## src/rtl/hiram_pkg.sv

```systemverilog
package hiram_pkg;
  typedef enum logic [2:0] {
    TGT_ROM     = 3'd0,
    TGT_B1_MAIN = 3'd1,
    TGT_B1_AUX  = 3'd2,
    TGT_B2_MAIN = 3'd3,
    TGT_B2_AUX  = 3'd4
  } tgt_e;

  typedef struct packed {
    logic bank1;
    logic rd_en;
    logic wr_en;
    logic arm;
  } ovl_state_t;
endpackage

```

## src/rtl/hiram_switch_decode.sv

```systemverilog
module hiram_switch_decode #(
  parameter int OFF_W     = 8,
  parameter int SW_NIBBLE = 8,
  parameter int ST_BANK   = 17,
  parameter int ST_READ   = 18
) (
  input  logic             strobe,
  input  logic [OFF_W-1:0] offset,
  input  logic             is_write,
  output logic             sw_hit,
  output logic             st_bank_hit,
  output logic             st_read_hit,
  output logic             bit_odd,
  output logic             bit_off,
  output logic             bit_bank1
);
  localparam int NIB_W = OFF_W - 4;

  always_comb begin
    sw_hit      = strobe && (offset[OFF_W-1:4] == NIB_W'(SW_NIBBLE));
    st_bank_hit = strobe && !is_write && (offset == OFF_W'(ST_BANK));
    st_read_hit = strobe && !is_write && (offset == OFF_W'(ST_READ));
    bit_odd     = offset[0];
    bit_off     = offset[1];
    bit_bank1   = offset[3];
  end
endmodule

```

## src/rtl/hiram_state.sv

```systemverilog
module hiram_state
  import hiram_pkg::*;
(
  input  logic       clk,
  input  logic       rst_n,
  input  logic       sw_hit,
  input  logic       is_write,
  input  logic       bit_odd,
  input  logic       bit_off,
  input  logic       bit_bank1,
  output ovl_state_t st
);
  always_ff @(posedge clk or negedge rst_n) begin
    if (!rst_n) begin
      st <= '0;
    end else if (sw_hit) begin
      st.bank1 <= bit_bank1;
      if (bit_odd) begin
        if (!is_write) st.wr_en <= st.arm;
        st.arm   <= !is_write;
        st.rd_en <= bit_off;
      end else begin
        st.wr_en <= 1'b0;
        st.arm   <= 1'b0;
        st.rd_en <= !bit_off;
      end
    end
  end

  assert_even_clears_R1: assert property (@(posedge clk) disable iff (!rst_n)
    (sw_hit && !bit_odd) |=> (!st.wr_en && !st.arm && (st.rd_en == !$past(bit_off))));

  assert_odd_read_sel_R2: assert property (@(posedge clk) disable iff (!rst_n)
    (sw_hit && bit_odd) |=> (st.rd_en == $past(bit_off)));

  assert_wen_needs_arm_R3: assert property (@(posedge clk) disable iff (!rst_n)
    $rose(st.wr_en) |-> ($past(st.arm) && $past(sw_hit) && $past(bit_odd) && !$past(is_write)));

  assert_write_disarms_R4: assert property (@(posedge clk) disable iff (!rst_n)
    (sw_hit && bit_odd && is_write) |=> (!st.arm && $stable(st.wr_en)));

  assert_bank_load_R5: assert property (@(posedge clk) disable iff (!rst_n)
    sw_hit |=> (st.bank1 == $past(bit_bank1)));

  assert_idle_stable_R11: assert property (@(posedge clk) disable iff (!rst_n)
    !sw_hit |=> $stable(st));
endmodule

```

## src/rtl/hiram_page_map.sv

```systemverilog
module hiram_page_map
  import hiram_pkg::*;
#(
  parameter int PAGE_W   = 8,
  parameter int OVL_LO   = 208,
  parameter int SHARE_LO = 224
) (
  input  logic              clk,
  input  logic              rst_n,
  input  logic [PAGE_W-1:0] page,
  input  logic              path_en,
  input  logic              bank1,
  input  logic              aux,
  output logic              in_ovl,
  output tgt_e              tgt
);
  logic shared;

  always_comb begin
    in_ovl = (page >= PAGE_W'(OVL_LO));
    shared = (page >= PAGE_W'(SHARE_LO));
    tgt    = TGT_ROM;
    if (in_ovl && path_en) begin
      if (shared || bank1) tgt = aux ? TGT_B1_AUX : TGT_B1_MAIN;
      else                 tgt = aux ? TGT_B2_AUX : TGT_B2_MAIN;
    end
  end

  assert_rom_when_off_R8: assert property (@(posedge clk) disable iff (!rst_n)
    !path_en |-> (tgt == TGT_ROM));

  assert_low_pages_R12: assert property (@(posedge clk) disable iff (!rst_n)
    !in_ovl |-> (tgt == TGT_ROM));

  assert_shared_R7: assert property (@(posedge clk) disable iff (!rst_n)
    (shared && path_en) |-> (tgt == TGT_B1_MAIN || tgt == TGT_B1_AUX));
endmodule

```

## src/rtl/hiram_overlay_ctrl.sv

```systemverilog
module hiram_overlay_ctrl
  import hiram_pkg::*;
#(
  parameter int OFF_W     = 8,
  parameter int PAGE_W    = 8,
  parameter int SW_NIBBLE = 8,
  parameter int ST_BANK   = 17,
  parameter int ST_READ   = 18,
  parameter int OVL_LO    = 208,
  parameter int SHARE_LO  = 224,
  parameter int FLAG_BIT  = 7
) (
  input  logic              clk,
  input  logic              rst_n,
  input  logic              io_strobe,
  input  logic [OFF_W-1:0]  io_offset,
  input  logic              io_write,
  input  logic              alt_zp,
  input  logic [PAGE_W-1:0] cpu_page,
  output logic [7:0]        io_rdata,
  output logic              io_rvalid,
  output logic              in_overlay,
  output logic [2:0]        rd_target,
  output logic [2:0]        wr_target
);
  localparam int NPATH = 2;
  localparam logic [7:0] FLAG = 8'(1 << FLAG_BIT);

  logic sw_hit, st_bank_hit, st_read_hit, bit_odd, bit_off, bit_bank1;
  ovl_state_t st;
  logic [NPATH-1:0] path_en;
  logic [NPATH-1:0] path_in;
  tgt_e             path_tgt [NPATH];

  hiram_switch_decode #(
    .OFF_W(OFF_W), .SW_NIBBLE(SW_NIBBLE), .ST_BANK(ST_BANK), .ST_READ(ST_READ)
  ) u_dec (
    .strobe(io_strobe), .offset(io_offset), .is_write(io_write),
    .sw_hit(sw_hit), .st_bank_hit(st_bank_hit), .st_read_hit(st_read_hit),
    .bit_odd(bit_odd), .bit_off(bit_off), .bit_bank1(bit_bank1)
  );

  hiram_state u_st (
    .clk(clk), .rst_n(rst_n), .sw_hit(sw_hit), .is_write(io_write),
    .bit_odd(bit_odd), .bit_off(bit_off), .bit_bank1(bit_bank1), .st(st)
  );

  assign path_en[0] = st.rd_en;
  assign path_en[1] = st.wr_en;

  for (genvar gi = 0; gi < NPATH; gi++) begin : g_path
    hiram_page_map #(.PAGE_W(PAGE_W), .OVL_LO(OVL_LO), .SHARE_LO(SHARE_LO)) u_map (
      .clk(clk), .rst_n(rst_n), .page(cpu_page), .path_en(path_en[gi]),
      .bank1(st.bank1), .aux(alt_zp), .in_ovl(path_in[gi]), .tgt(path_tgt[gi])
    );
  end

  assign in_overlay = path_in[0];
  assign rd_target  = path_tgt[0];
  assign wr_target  = path_tgt[1];

  always_comb begin
    io_rdata  = 8'h00;
    io_rvalid = 1'b0;
    if (st_bank_hit) begin
      io_rvalid = 1'b1;
      io_rdata  = st.bank1 ? 8'h00 : FLAG;
    end else if (st_read_hit) begin
      io_rvalid = 1'b1;
      io_rdata  = st.rd_en ? FLAG : 8'h00;
    end else if (sw_hit && !io_write) begin
      io_rvalid = 1'b1;
    end
  end

  assert_switch_reads_zero_R9: assert property (@(posedge clk) disable iff (!rst_n)
    (sw_hit && !io_write) |-> (io_rvalid && io_rdata == 8'h00));

  assert_paths_agree_R8: assert property (@(posedge clk) disable iff (!rst_n)
    path_in[0] == path_in[1]);
endmodule

```

## config.mk

```make
export PLATFORM = sky130hd
export DESIGN_NAME = hiram_overlay_ctrl
export DESIGN_NICKNAME = d
export VERILOG_FILES = /design/src/rtl/hiram_pkg.sv /design/src/rtl/hiram_switch_decode.sv /design/src/rtl/hiram_state.sv /design/src/rtl/hiram_page_map.sv /design/src/rtl/hiram_overlay_ctrl.sv
export SDC_FILE = /design/constraint.sdc
export NUM_CORES = 1
export LEC_CHECK = 0
export ABC_CLOCK_PERIOD_IN_PS = 1300
export BUFFER_PORTS_ARGS = -buffer_cell sky130_fd_sc_hd__buf_2
export CAP_MARGIN = 30
export CORE_MARGIN = 2
export CORE_UTILIZATION = 31
export CTS_CLUSTER_DIAMETER = 40
export CTS_CLUSTER_SIZE = 25
export DETAILED_ROUTE_END_ITERATION = 10
export PLACE_DENSITY = 0.76
export REMOVE_ABC_BUFFERS = 1
export SETUP_SLACK_MARGIN = 0.05
export SLEW_MARGIN = 10
export SYNTH_ARGS = -nofsm -noshare
export SYNTH_HDL_FRONTEND = slang
export SYNTH_HIERARCHICAL = 1
export SYNTH_SLANG_ARGS = --single-unit
```

## constraint.sdc

```tcl
create_clock -name clk -period 1.3 [get_ports clk]
set_clock_uncertainty 0.05 [all_clocks]
set_input_delay 0.065 -clock clk [delete_from_list [all_inputs] [get_ports clk]]
set_output_delay 0.065 -clock clk [all_outputs]
set_load 0.05 [all_outputs]
```

; ---- After elaboration in Yosys (flattened, before gate mapping)
; Cells that the tools add are included.
; Widths: inputs -> output; s select.
[word_totals]
regBits = 4
output_inout_bits = 16
wordCells = 35
[classes]
magnitude_cmp = 2
n_eq_ne = 4
muxes = 14
reduce_logical = 11
[op_table]
columns = op, n
row1 = $mux 8, 4
row2 = $eq 8x5->1 const B, 2
row3 = $ge 8x8->1 const B, 2
row4 = $mux 3, 5
row5 = $logic_and 1x1->1, 7
row6 = $eq 4x4->1 const B, 1
row7 = $mux 1, 4
row8 = $logic_not 1->1, 2
row9 = $mux 2, 1
row10 = $ne 2x2->1 const B, 1
row11 = $reduce_and 2->1, 1
row12 = $logic_or 1x1->1, 1

; ---- Longest topological paths before layout
[logic_depth]
word_depth = 6
mapped_depth = 4
mapped_depth_nobuf = 4

; ---- By module
; Netlist, hierarchy kept.
[by_module_without_submodules]
columns = mod, n_inst, cells_each, area_per_inst_um2, seq_area_each_um2
row1 = hiram_state, 1, 14, 176.4, 100.1
row2 = hiram_page_map, 2, 6, 50.0, 0.0
row3 = hiram_overlay_ctrl, 1, 13, 82.6, 0.0
row4 = hiram_switch_decode, 1, 10, 82.6, 0.0

; ---- Worst setup path before layout
; OpenSTA, ideal clock, no wires.
[synth_path]
kind = input-to-output
startpoint = input io_offset[3]
endpoint = output io_rdata[7]
t_arrival_ns = 1.893
path_slack_ns = -0.708
cell_stages = 3
n_path_buf = 0
cell_sequence = or4b_1 > nor4_1 > mux2i_1
[synth_via]
word_cells_on_any_way = 6
[synth_rtl]
columns = item, line
row1 = from (decl), hiram_overlay_ctrl.sv:16  ; input logic [OFF_W-1:0] io_offset,
row2 = $eq 8x5->1, hiram_switch_decode.sv:21  ; st_bank_hit = strobe && !is_write && (offset == OFF_W'(ST_BANK));
row3 = $logic_and 1x1->1, hiram_switch_decode.sv:21
row4 = named net st_bank_hit, hiram_overlay_ctrl.sv:29  ; logic sw_hit, st_bank_hit, st_read_hit, bit_odd, bit_off, bit_bank1;
row5 = $mux 8, hiram_overlay_ctrl.sv:65  ; if (st_bank_hit) begin
row6 = to (decl), hiram_overlay_ctrl.sv:20  ; output logic [7:0] io_rdata,
; The timed path passes the listed nets, and every way through them passes these cells.

; ---- Worst setup path in the final report
[layout_path]
startpoint = input io_offset[6]
endpoint = output io_rdata[7]
; The elaborated chain is that of the path after synthesis.

==> impl_metrics.json <==
{
  "status": "finished with violations",
  "violations": "setup timing",
  "reg.largest.list": "u_st/st (4)",
  "dp_slack_ns": -0.463,
  "synth_edf_count": 0,
  "grt_first_pass_wirelength_mm": 1.88,
  "cts_tree": "built",
  "synth_warnings": 6,
  "synth-seq-cells": 4,
  "final_nets": 105,
  "initial_core_util": 0.335,
  "dieArea_um2": 1740,
  "syn_avg_cell_area_um2": 9.01,
  "cp-end-kind": "primary output",
  "grt_max_degree": 7,
  "rsz0062_at_grt": "true",
  "cp_num_buf_inv": 3,
  "ff2ff_setup_slack_ns": 0.24,
  "place.gp.congestion": 0.740,
  "largest_register": "u_st/st",
  "finalCriticalPeriod_ns": 1.59,
  "totalPowerFinal_mw": 0.587,
  "rr_startpoint": "u_st/st[3]$_DFFE_PN0P_",
  "final_cells": 95,
  "wl_mm": 1.07,
  "area_growth_pct": 58.9,
  "grt_pass1_vias": 442,
  "largest_reg_flops": 4,
  "crit_end": "io_rdata[7]",
  "regArea_um2": 100,
  "fmax_mhz": 628,
  "critPathLaunchType": "primary input",
  "core_um2": 1320,
  "drt-wirelength-per-cell_um": 11.3,
  "overflow": 0,
  "port_buffers": 25,
  "yosysMostFrequentCell": "buf_4",
  "fp-row-count": 13,
  "r2r_cells": 3,
  "synthCells": 49,
  "synth_top_area_frac": 0.227,
  "dp.cells": 90,
  "p_leak_nw": 0.376,
  "final_util": 0.533,
  "crit_type": "in2out",
  "drtAntennaViolNets": 0,
  "irDropWorstVdd_mv": 0.335,
  "routed_via_density": 4.95,
  "vias": 470,
  "fp.dieW_um": 41.7,
  "setup_tns_ns": -0.887,
  "drive_gt1_frac": 0.525,
  "timing.final.hold_violations": 0,
  "cts_htree_levels": 1,
  "hpwl_um": 813,
  "die_h_um": 41.7,
  "synth_common_cells": "buf_4 (10), and3_1 (4), dfrtp_1 (4)",
  "reg2reg_to": "u_st/st[3]$_DFFE_PN0P_",
  "synth_area_um2": 442,
  "numCtsBuffers": 3,
  "crit_slowest_cell": "or4b_4",
  "slowest_delay_ns": 0.57,
  "synth_top_cell_by_area": "dfrtp_1",
  "post-route-period-util": 1.23,
  "cp_max_fo": 2,
  "fin_ws_ns": -0.293,
  "multi_input_area_um2": 319,
  "path_cells": "buf_6, or4b_4, nor4_4, buf_4, mux2i_1, buf_4",
  "dr.pass1.iters": 3,
  "grt_util_all_layers": 0.148,
  "synth_area_leaders": "dfrtp_1 (23%), buf_4 (17%), and3_1 (5.7%)",
  "slew_violations": 0,
  "crit_family": "simple AND/OR/NAND/NOR gates",
  "crit_arrival_ns": 1.48,
  "setup_violations": 6,
  "crit_start": "io_offset[6]",
  "async_flop_share": 1.00,
  "maxCapViolCount": 0,
  "whs_ns": 0.125,
  "path_common_cell": "buf_4",
  "min-delay-path-class": "in2async",
  "yosysSeqAreaShare": 0.227,
  "cts_root_buf": "clkbuf_4",
  "clockBufferDepth": 2,
  "fin_area_um2": 702,
  "cp.depth": 6,
  "antenna_cells": 0,
  "placed_cell_area_um2": 571,
  "drc": 0,
  "antenna_found_initial": 0,
  "path_clk_slew_ns": 0.04,
  "p_per_area_nw_per_um2": 837,
  "crit_required_ns": 1.19,
  "synth_cell_types": 25,
  "drt_iter0_markers": 7,
  "io_pins": 37,
  "synthFlopType": "dfrtp_1",
  "insertion_delay_ns": 0.23,
  "clock-sinks": 4,
  "num-fill-cells": 117
}
## area by class of cell
| class | instances | area share |
|---|---|---|
| clock buffers | 3 | 0.0321 |
| inverters | 3 | 0.0160 |
| multi-input cells | 38 | 0.455 |
| flip-flops and latches | 4 | 0.143 |
| well taps | 15 | 0.0267 |
| repair buffers | 32 | 0.328 |
## worst reg2reg max path, delay by kind of cell (launching register included)
family                 cells  cell delay (ns)
DFF                        1             0.38
buffers and inverters      2             0.26
muxes                      1             0.25
## logic make-up (layout without fill, tap and decap cells)
group	after synthesis	count (layout)	share of synthesized area
xor+xnor	1	1	0.0198
compound gates	6	6	0.0963
simple gates	19	19	0.314
other cells	1	7	0.00849
flops	4	4	0.227
buf+inv	13	38	0.195
fa+ha+maj	2	2	0.0566
mux	3	3	0.0821
## power by group
| part | switching [mW] | internal [mW] | leakage [nW] |
|---|---|---|---|
| Sequential | 0.0229 | 0.151 | 0.0463 |
| Clock | 0.0470 | 0.103 | 0.0138 |
| Combinational | 0.150 | 0.114 | 0.316 |
## worst min path at each step
stage / to / cells after the start / slack (ns) / startpoint
floorplan: u_st/st[0]$_DFFE_PN0P_ / 0 / -0.28 / rst_n
global placement: u_st/st[2]$_DFFE_PN0P_ / 1 / -0.18 / rst_n
detailed placement: u_st/st[2]$_DFFE_PN0P_ / 1 / -0.18 / rst_n
CTS: u_st/st[0]$_DFFE_PN0P_ / 2 / 0.11 / rst_n
global route: u_st/st[2]$_DFFE_PN0P_ / 2 / 0.13 / rst_n
finish: u_st/st[2]$_DFFE_PN0P_ / 2 / 0.12 / rst_n
## cells in the final DEF, fill, tap and decap left out, types with 3 or more instances in the layout
| master | Yosys | layout |
|---|---|---|
| buf_4 | 10 | 7 |
| buf_6 | 0 | 6 |
| dfrtp_1 | 4 | 4 |
| inv_1 | 3 | 3 |
| clkbuf_4 | 0 | 3 |
| conb_1 | 1 | 7 |
| buf_2 | 0 | 17 |
## layer usage
layer  GRT usage  vias up  part of all wire
li1            -      226                 -
met1       0.126      215              0.32
met2       0.278       27              0.55
met3      0.0304        2             0.097
met4       0.135        0             0.025
met5           0        -                 0
## timing repair
action,in CTS,in global routing
hold buffers,1,0
pin swaps,4,0
hold endpoints to repair,4,0
setup endpoints to repair,6,6
gates resized for setup,17,4
setup buffers,1,0
Note: power is estimated with default switching activity, not from simulation.
